[src/rtl/pm_ctrl_pkg.sv]
package pm_ctrl_pkg;
  localparam int REG_W      = 16;
  localparam int LANE_W     = 8;
  localparam int NUM_LANES  = REG_W / LANE_W;
  localparam int BIT_SCI    = 0;
  localparam int BIT_GREL   = 2;
  localparam int TYP_LSB    = 10;
  localparam int TYP_W      = 3;
  localparam int BIT_SLPEN  = 13;

  localparam logic [TYP_W-1:0] TYP_SUSPEND  = 3'd5;
  localparam logic [TYP_W-1:0] TYP_HIBERN   = 3'd6;
  localparam logic [TYP_W-1:0] TYP_SOFTOFF  = 3'd7;

  localparam logic [REG_W-1:0] SLPEN_MASK = REG_W'(1) << BIT_SLPEN;
  localparam logic [REG_W-1:0] WO_MASK    = (REG_W'(1) << BIT_GREL) | SLPEN_MASK;

  typedef enum logic [1:0] {
    ACT_NONE,
    ACT_SUSPEND,
    ACT_SHUTDOWN
  } sleep_act_e;

  typedef enum logic [1:0] {
    RSEL_NONE,
    RSEL_LO,
    RSEL_HI,
    RSEL_WORD
  } rsel_e;

  function automatic sleep_act_e decode_sleep(input logic en, input logic [TYP_W-1:0] typ);
    sleep_act_e a;
    a = ACT_NONE;
    if (en) begin
      case (typ)
        TYP_SUSPEND:             a = ACT_SUSPEND;
        TYP_HIBERN, TYP_SOFTOFF: a = ACT_SHUTDOWN;
        default:                 a = ACT_NONE;
      endcase
    end
    return a;
  endfunction
endpackage

[src/rtl/pm_bus_decode.sv]
module pm_bus_decode
  import pm_ctrl_pkg::*;
#(
  parameter int ADDR_W   = 8,
  parameter int CTRL_OFS = 4
) (
  input  logic [ADDR_W-1:0]    addr,
  input  logic                 word,
  input  logic                 wr,
  input  logic                 rd,
  input  logic [REG_W-1:0]     wdata,
  output logic [NUM_LANES-1:0] lane_we,
  output logic                 act_we,
  output logic [REG_W-1:0]     wval,
  output rsel_e                rsel
);
  localparam logic [ADDR_W-1:0] A_LO = ADDR_W'(CTRL_OFS);
  localparam logic [ADDR_W-1:0] A_HI = ADDR_W'(CTRL_OFS + 1);

  logic hit_lo_b, hit_hi_b, hit_w;

  always_comb begin
    hit_lo_b = (addr == A_LO) && !word;
    hit_hi_b = (addr == A_HI) && !word;
    hit_w    = (addr == A_LO) && word;
  end

  always_comb begin
    lane_we = '0;
    act_we  = 1'b0;
    wval    = '0;
    if (wr) begin
      if (hit_lo_b) begin
        lane_we[0] = 1'b1;
        wval       = {{LANE_W{1'b0}}, wdata[LANE_W-1:0]};
      end else if (hit_hi_b) begin
        lane_we[1] = 1'b1;
        act_we     = 1'b1;
        wval       = {wdata[LANE_W-1:0], {LANE_W{1'b0}}};
      end else if (hit_w) begin
        lane_we    = '1;
        act_we     = 1'b1;
        wval       = wdata;
      end
    end
  end

  always_comb begin
    rsel = RSEL_NONE;
    if (rd) begin
      if (hit_w)         rsel = RSEL_WORD;
      else if (hit_lo_b) rsel = RSEL_LO;
      else if (hit_hi_b) rsel = RSEL_HI;
    end
  end
endmodule

[src/rtl/pm_ctrl_store.sv]
module pm_ctrl_store
  import pm_ctrl_pkg::*;
(
  input  logic                 clk,
  input  logic                 rst,
  input  logic [NUM_LANES-1:0] lane_we,
  input  logic [REG_W-1:0]     wval,
  output logic [REG_W-1:0]     q
);
  logic [REG_W-1:0] wclean;

  always_comb wclean = wval & ~SLPEN_MASK;

  for (genvar g = 0; g < NUM_LANES; g++) begin : g_lane
    always_ff @(posedge clk) begin
      if (rst)             q[g*LANE_W +: LANE_W] <= '0;
      else if (lane_we[g]) q[g*LANE_W +: LANE_W] <= wclean[g*LANE_W +: LANE_W];
    end
  end
endmodule

[src/rtl/pm_sleep_ctrl.sv]
module pm_sleep_ctrl
  import pm_ctrl_pkg::*;
(
  input  logic             clk,
  input  logic             rst,
  input  logic             act_we,
  input  logic [REG_W-1:0] wval,
  input  logic             resume_clr,
  output logic             rst_pulse,
  output logic             off_pulse,
  output logic             resume_flag
);
  sleep_act_e act;

  always_comb begin
    act = ACT_NONE;
    if (act_we) act = decode_sleep(wval[BIT_SLPEN], wval[TYP_LSB +: TYP_W]);
  end

  always_ff @(posedge clk) begin
    if (rst) begin
      rst_pulse   <= 1'b0;
      off_pulse   <= 1'b0;
      resume_flag <= 1'b0;
    end else begin
      rst_pulse <= (act == ACT_SUSPEND);
      off_pulse <= (act == ACT_SHUTDOWN);
      if (act == ACT_SUSPEND) resume_flag <= 1'b1;
      else if (resume_clr)    resume_flag <= 1'b0;
    end
  end
endmodule

[src/rtl/pm_ctrl_reg.sv]
module pm_ctrl_reg
  import pm_ctrl_pkg::*;
#(
  parameter int ADDR_W   = 8,
  parameter int CTRL_OFS = 4
) (
  input  logic              clk,
  input  logic              rst,
  input  logic [ADDR_W-1:0] bus_addr,
  input  logic [15:0]       bus_wdata,
  input  logic              bus_wr,
  input  logic              bus_rd,
  input  logic              bus_word,
  input  logic              resume_clr,
  output logic [15:0]       bus_rdata,
  output logic              sys_reset_pulse,
  output logic              shutdown_req,
  output logic              resume_s3_flag
);
  logic [NUM_LANES-1:0] lane_we;
  logic                 act_we;
  logic [REG_W-1:0]     wval;
  logic [REG_W-1:0]     ctrl_q;
  logic [REG_W-1:0]     ctrl_vis;
  rsel_e                rsel;

  pm_bus_decode #(.ADDR_W(ADDR_W), .CTRL_OFS(CTRL_OFS)) u_dec (
    .addr    (bus_addr),
    .word    (bus_word),
    .wr      (bus_wr),
    .rd      (bus_rd),
    .wdata   (bus_wdata),
    .lane_we (lane_we),
    .act_we  (act_we),
    .wval    (wval),
    .rsel    (rsel)
  );

  pm_ctrl_store u_store (
    .clk     (clk),
    .rst     (rst),
    .lane_we (lane_we),
    .wval    (wval),
    .q       (ctrl_q)
  );

  pm_sleep_ctrl u_sleep (
    .clk         (clk),
    .rst         (rst),
    .act_we      (act_we),
    .wval        (wval),
    .resume_clr  (resume_clr),
    .rst_pulse   (sys_reset_pulse),
    .off_pulse   (shutdown_req),
    .resume_flag (resume_s3_flag)
  );

  always_comb begin
    ctrl_vis = ctrl_q & ~WO_MASK;
    case (rsel)
      RSEL_WORD: bus_rdata = ctrl_vis;
      RSEL_LO:   bus_rdata = {{LANE_W{1'b0}}, ctrl_vis[LANE_W-1:0]};
      RSEL_HI:   bus_rdata = {{LANE_W{1'b0}}, ctrl_vis[REG_W-1:LANE_W]};
      default:   bus_rdata = '0;
    endcase
  end
endmodule

[config.mk]
export PLATFORM = sky130hd
export DESIGN_NAME = pm_ctrl_reg
export DESIGN_NICKNAME = d
export VERILOG_FILES = /design/src/rtl/pm_ctrl_pkg.sv /design/src/rtl/pm_bus_decode.sv /design/src/rtl/pm_ctrl_store.sv /design/src/rtl/pm_sleep_ctrl.sv /design/src/rtl/pm_ctrl_reg.sv
export SDC_FILE = /design/constraint.sdc
export NUM_CORES = 1
export LEC_CHECK = 0
export CORE_ASPECT_RATIO = 1.4
export CORE_UTILIZATION = 42
export DETAILED_ROUTE_END_ITERATION = 8
export GPL_ROUTABILITY_DRIVEN = 0
export PLACE_DENSITY = 0.83
export SETUP_SLACK_MARGIN = 0.1
export SYNTH_ARGS = -nofsm -noshare
export SYNTH_HDL_FRONTEND = slang
export SYNTH_SLANG_ARGS = --single-unit
[constraint.sdc]
create_clock -name clk -period 4.45 [get_ports clk]
set_input_delay 0.89 -clock clk [delete_from_list [all_inputs] [get_ports clk]]
set_output_delay 0.89 -clock clk [all_outputs]
set_load 0.005 [all_outputs]
---- After elaboration in Yosys (flattened, before gate mapping) ----
Cells that the tools add are included.
Widths: inputs -> output; s select.
operators by class
  equal/unequal tests ..................... 10
  multiplexer cells ....................... 24
  reduce and logical (&&, ||, !) cells .... 6
operators with widths
  cell                number
  $mux 16             4
  $pmux 16 s3         1
  $eq 8x3->1 const B  2
  $mux 2              8
  $mux 1              10
  $eq 3x3->1 const B  3
  $eq 2x2->1 const B  3
  $eq 2x1->1 const B  2
  $pmux 2 s2          1
  $logic_and 1x1->1   3
  $reduce_bool 2->1   1
  $reduce_or 2->1     1
  $logic_not 1->1     1
storage, ports and cells
  register bits after elaboration ......... 18
  bits of input ports ..................... 30
  output and inout port bits .............. 19
  word-level logic and storage cells ...... 45

---- Depth between registers and ports, before layout ----
Gate-level depths: netlist of run 1.
  word-level depth ........................ 13
  depth in mapped cells ................... 6
  gate-level depth less buffers ........... 4

---- Modules after synthesis ----
A second synthesis of run 1 with hierarchy kept.
second synthesis, totals
  cell total of the unflattened synthesis .. 139
  area total of the unflattened synthesis .. 1323.8 µm²
modules (own cells, without submodules)
  module         instances  cells each  area an instance (µm²)  seq. area each (µm²)
  pm_ctrl_store  1          50          548.0                   300.3
  pm_bus_decode  1          60          500.5                   0.0
  pm_ctrl_reg    1          19          152.6                   0.0
  pm_sleep_ctrl  1          10          122.6                   60.1

---- Worst setup path after synthesis of run 1 ----
OpenSTA, ideal clock, no wires.
  path type ............................... in2out
  start ................................... input bus_addr[6]
  end ..................................... output bus_rdata[10]
  arrival time ............................ 1.962 ns
  data required time ...................... 3.560 ns
  path slack .............................. 1.598 ns
  cell stages on the path ................. 4
  buffers on the path ..................... 0
  cells stage by stage .................... nor4b_4 nand3_2 nor3_1 and2_1
between the ends
  longest elaborated chain between the ends .. 8
  elaborated cells between the ends (all ways) .. 13
  those cells by class .................... eq/ne: 5; mux: 5; reduce/logical: 3
RTL lines
  item                                      RTL line             text
  from (decl)                               pm_ctrl_reg.sv:9     input logic [ADDR_W-1:0] bus_addr,
  $eq 8x3->1                                pm_bus_decode.sv:24  hit_hi_b = (addr == A_HI) && !word;
  $logic_and 1x1->1                         pm_bus_decode.sv:24
  $mux 2                                    pm_bus_decode.sv:53  else if (hit_hi_b) rsel = RSEL_HI;
  $mux 2                                    pm_bus_decode.sv:52  else if (hit_lo_b) rsel = RSEL_LO;
  $mux 2 *                                  pm_bus_decode.sv:51  if (hit_w) rsel = RSEL_WORD;
  $mux 2 *                                  pm_bus_decode.sv:50  if (rd) begin
  $eq 2x2->1 or $eq 2x1->1 (tied branches)  pm_ctrl_reg.sv:60    case (rsel)
  $pmux 16 s3 *                             pm_ctrl_reg.sv:60
  to (decl)                                 pm_ctrl_reg.sv:15    output logic [15:0] bus_rdata,
Every way passes the cells marked *; elsewhere a longest branch is shown, timed or not.

---- Worst setup path after layout of run 1 ----
  start ................................... input bus_addr[6]
  end ..................................... output bus_rdata[11]
Same word-level chain as after synthesis.

==> results of run 1 <==
[kinds of logic after synthesis]
group / Yosys count
flip-flops: 17
AND/OR/NAND/NOR: 61
multiplexers: 7
AO/OA/AOI/OAI: 24
buffers and inverters: 9
other: 1
[area by class of cell]
class                   instances  area [um^2]  share of cell area (%)
flip-flops and latches         17          340                    22.9
inverters                       2         7.51                   0.505
multi-input cells              93          592                    39.8
well taps                      22         27.5                    1.85
clock buffers                   3         22.5                    1.51
clock inverters                 1         5.00                   0.336
repair buffers                 50          493                    33.1
[placed cells by master, fill, tap and decap left out, types with 2 or more instances in the layout]
cell type,netlist,routed
clkdlybuf4s50_1,0,47
dfxtp_1,17,17
a21oi_1,14,14
nand2_1,11,11
nor2_1,10,10
and2_1,7,7
mux2i_1,7,7
nand2b_1,6,6
nand3_1,6,6
nor2b_1,5,5
nor3_1,3,3
or3_1,3,3
or3_2,3,3
clkbuf_4,0,3
buf_4,1,3
inv_1,2,2
a22o_1,2,2
nand4b_1,2,2
a32oi_1,2,2
a22oi_1,2,2
[worst min-delay path by stage]
stage	from	to	slack, ns	depth (start not counted)
final	u_sleep.resume_flag	u_sleep.resume_flag	0.47	2
after floorplan	u_store.q[11]	u_store.q[11]	0.44	2
after detailed placement	u_sleep.resume_flag	u_sleep.resume_flag	0.45	2
after global routing	u_sleep.resume_flag	u_sleep.resume_flag	0.49	2
after global placement	u_sleep.resume_flag	u_sleep.resume_flag	0.45	2
after CTS	u_sleep.resume_flag	u_sleep.resume_flag	0.48	2
[report_power, final]
part	total (mW)	switching (mW)	internal (mW)
Sequential	0.152	0.0000469	0.152
Combinational	0.0513	0.0206	0.0307
Clock	0.0824	0.0489	0.0335
[state kept, by name, indices dropped and copies added (netlist names)]
name                 flops
u_sleep.off_pulse        1
u_store.q               14
u_sleep.resume_flag      1
u_sleep.rst_pulse        1
[stage by stage]
step,area (um^2),hold slack [ns]
global route,1490,0.486
finish,1490,0.471
global placement,1460,0.446
floorplan,980,0.439
CTS,1490,0.475
detailed placement,1460,0.453
[per-layer routing]
layer	routed length, um	vias up
li1	-	510
met1	1020	457
met4	53	0
met5	0	-
met2	1320	44
met3	154	7
[worst min-delay path, cell delays in order, from the launching register on]
cell	delay, ns
dfxtp_1	0.34
nand2_1	0.05
o31ai_1	0.05
==> results.cfg, run 1 <==
[cells_and_area]
final_nets = 197
num-fill-cells = 191
antenna_cells = 0
area_growth_syn_to_layout_pct = 51.9
drive_gt1_share_pct = 9.04
fin_cells = 188
final_util_pct = 68.3

[worst_setup_path]
worstPathArrival_ns = 3.05
reg2regPathDepth = 2
reg2reg_slack_ns = 3.78
cp_max_fo = 7
crit_type = input port to primary output
cp_data_required_time_ns = 3.56
cp-endpoint = bus_rdata[11]
critPathLaunch = bus_addr[6]
cp-start-kind = input port
worstPathCellList = clkdlybuf4s50_1 > nor4b_4 > nand3_2 > nor3_1 > and2_1 > clkdlybuf4s50_1
reg2reg_to = u_store.q[12]
cp.depth = 6
cp_common_cell = clkdlybuf4s50_1
critical-path-max-stage-delay_ns = 0.49
slowest_stage = clkdlybuf4s50_1
worst-path-buf-inv = 2
cpLargestDelayFamily = simple AND/OR/NAND/NOR gates
r2r_start = u_store.q[12]
endpoint_kind = primary output

[clocking]
htree_levels = 1
cts_setup_buffers = 0
path_clk_slew_ns = 0.09
ctsRootBufferMaster = clkbuf_4
cts_tree = built
cts_sinks = 17
cts_resized = 0
cts_buffer_depth = 2
holdBufCountCts = 0
clk_latency_ns = 0.29
cts_made_buffers = 3

[timing]
hold_viol = 0
finalSetupViolations = 0
setup_slack_ns = 0.513
worst_pin_slew_ns = 0.632
layout_min_cycle_time_ns = 3.94
slew_headroom_pct = 57.7
setup_tns_ns = 0
drv_slew = 0
rsz0062_at_grt = no
fin_skew_ns = 0
period_share_pct = 88.5
fmax_ghz = 0.254

[power_and_ir_drop]
powerDensity_mw_per_mm2 = 192
leakage_nw = 0.538
peakVddDrop_uv = 152
totalPowerFinal_uw = 286

[yosys]
ys_top_cells_by_count = dfxtp_1, a21oi_1, nand2_1
synthXorXnorAreaFrac_pct = 0
synth-compound-area-share_pct = 16.1
avgSynthCellArea_um2 = 8.23
ys.flop_type = dfxtp_1
yosys.area.top_type = dfxtp_1
synth_top_family_by_area = simple AND/OR/NAND/NOR gates
synth.distinct_cells = 31
ys_seq_area_share_pct = 34.7
synth-edff-count = 0
async_flop_share_pct = 0
yosysMostFrequentCell = dfxtp_1
yosysWarnings = 0
synthCells = 119
synthSimpleGateAreaFrac_pct = 36.8
synthMuxAreaShare_pct = 7.15
syn_nets = 149
ys_ff_latch = 17
ys_top_cells_by_area = dfxtp_1, a21oi_1, mux2i_1
synth_top_cell_area_share_pct = 34.7
synthesis.area_um2 = 980
yosys.area_share.adder_pct = 0

[global_route]
grt_pass1_wl_mm = 4.17
use_met3_pct = 3.96
grt-busiest-layer = met2
met1_usage_pct = 26.4
grtUsageTotal_pct = 21.9
grt_max_degree = 23
grt_pass1_vias = 960
gr-usage-met2_pct = 37.7
overflow = 0
antenna_found_initial = 0

[placed_design]
place_ws_ns = 0.469
dpl.cell_count = 184
hpwl_mm = 1.98
port_buffers = 47

[status]
outcome = completed

[floorplan]
fp.dieH_um = 59.1
ios = 49
die_w_um = 42.8
core-area_mm2 = 0.00218
dieArea_mm2 = 0.00253
initial_utilization_pct = 45.0
rows = 20

[detailed_routing]
drt_first_iter_violations = 47
wl_mm = 2.54
drc = 0
wl_per_cell_um = 13.5
via_count = 1018
viasPerCell = 5.41
first_pass_iters = 4
ant_nets = 0

[worst_hold_path]
holdCritPathClass = flip-flop to flip-flop

[job]
cap_viol_max_count = 0
Power figures use the tool's default switching activity.
==> run 2: changes to the inputs <==
--- a/config.mk
+++ b/config.mk
@@ -9,7 +9,7 @@
 export CORE_UTILIZATION = 42
 export DETAILED_ROUTE_END_ITERATION = 8
 export GPL_ROUTABILITY_DRIVEN = 0
-export PLACE_DENSITY = 0.83
+export PLACE_DENSITY = 0.94
 export SETUP_SLACK_MARGIN = 0.1
 export SYNTH_ARGS = -nofsm -noshare
 export SYNTH_HDL_FRONTEND = slang
==> run 2 against run 1 <==
Maximum frequency up 2.5%. Critical path type unchanged. Sequential power about the same. Worst hold slack better by 0.011 ns. Critical path depth up 1. Clock skew unchanged. Global-route usage up 2.2 points. Setup slack better by 0.095 ns. Register-to-register slack worse by 0.02 ns. Largest power group unchanged. Combinational power about the same. Clock power up 4.1%.
==> results.cfg, run 2 (synthesis results as in run 1) <==
[status]
outcome = completed

[global_route]
grtUsageTotal_pct = 24.2
grt_max_degree = 23
overflow = 0
antenna_found_initial = 0
grt_pass1_wl_mm = 4.62
grt_pass1_vias = 1112

[timing]
fin_skew_ns = 0
rsz0062_at_grt = no
layout_min_cycle_time_ns = 3.84
setup_tns_ns = 0
hold_viol = 0
slew_headroom_pct = 60.4
finalSetupViolations = 0
worst_pin_slew_ns = 0.592
period_share_pct = 86.3
setup_slack_ns = 0.609
fmax_ghz = 0.260
drv_slew = 0

[clocking]
cts_made_buffers = 3
cts_setup_buffers = 0
ctsRootBufferMaster = clkbuf_4
htree_levels = 1
holdBufCountCts = 0
path_clk_slew_ns = 0.10
cts_tree = built
cts_sinks = 17
clk_latency_ns = 0.30
cts_resized = 0
cts_buffer_depth = 2

[floorplan]
ios = 49
fp.dieH_um = 59.1
rows = 20
die_w_um = 42.8
dieArea_mm2 = 0.00253
core-area_mm2 = 0.00218
initial_utilization_pct = 45.0

[detailed_routing]
first_pass_iters = 5
via_count = 1102
wl_mm = 2.75
wl_per_cell_um = 14.6
ant_nets = 0
viasPerCell = 5.83
drt_first_iter_violations = 41
drc = 0

[cells_and_area]
final_common_cell = clkdlybuf4s50_1
final_cell_mix = clkdlybuf4s50_1, dfxtp_1, a21oi_1
area_growth_syn_to_layout_pct = 52.5
final_util_pct = 68.6
num-fill-cells = 178
final_nets = 198
antenna_cells = 0
seq_area_um2 = 340
largest_register = u_store.q
largest_reg_flops = 14
multi_input_area_um2 = 592
drive_gt1_share_pct = 8.98

[placed_design]
place_ws_ns = 0.611
port_buffers = 47
hpwl_mm = 2.12

[worst_setup_path]
cp-start-kind = input port
endpoint_kind = primary output
worstPathArrival_ns = 2.95
cp_max_fo = 5
crit_type = input port to primary output
cp_data_required_time_ns = 3.56

[job]
cap_viol_max_count = 0

[power_and_ir_drop]
peakVddDrop_uv = 132
leakage_nw = 0.541
powerDensity_mw_per_mm2 = 194

[worst_hold_path]
holdCritPathClass = flip-flop to flip-flop
## run 2: routing by layer
layer	vias up	track usage, %	share of wire, %
met5	-	0	0
met1	510	26.0	36
li1	516	-	-
met4	0	16.1	4.2
met2	62	42.4	54
met3	14	4.27	6.5
## run 2: metrics by stage
step | hold WS, ns | cells | total power [mW] | area (um^2)
2_1_floorplan | 0.439 | 119 | 0.172 | 980
3_3_place_gp | 0.441 | 185 | 0.205 | 1470
3_5_place_dp | 0.469 | 185 | 0.206 | 1470
4_1_cts | 0.484 | 189 | 0.287 | 1490
5_1_grt | 0.502 | 189 | 0.302 | 1490
6_report | 0.482 | 189 | 0.289 | 1490
## run 2: layout make-up
| class | instances | area share, % |
|---|---|---|
| Sequential cell | 17 | 22.8 |
| Clock buffer | 4 | 1.76 |
| Multi-Input combinational cell | 93 | 39.6 |
| Tap cell | 22 | 1.84 |
| Timing Repair Buffer | 51 | 33.5 |
| Inverter | 2 | 0.503 |
## run 2: critical path, cell delays in order
cell,delay (ns)
clkdlybuf4s50_1,0.44
nor4b_4,0.40
nand3_2,0.13
nor3_1,0.24
buf_4,0.19
and2_1,0.14
clkdlybuf4s50_1,0.51
## run 2: path summary, 6_finish.rpt
| kind | slack [ns] | from | cells after the start | to |
|---|---|---|---|---|
| max | 0.61 | bus_addr[6] | 7 | bus_rdata[12] |
| min | 0.48 | u_store.q[8] | 2 | u_store.q[8] |
| min reg2reg | 0.48 | u_store.q[8] | 2 | u_store.q[8] |
| max reg2reg | 3.76 | u_store.q[12] | 2 | u_store.q[12] |
## run 2: where the power goes
part,internal [mW],switching [mW],total [mW]
sequential,0.152,0.0000479,0.152
clock,0.0350,0.0509,0.0858
combinational,0.0307,0.0206,0.0513
total,0.218,0.0715,0.289
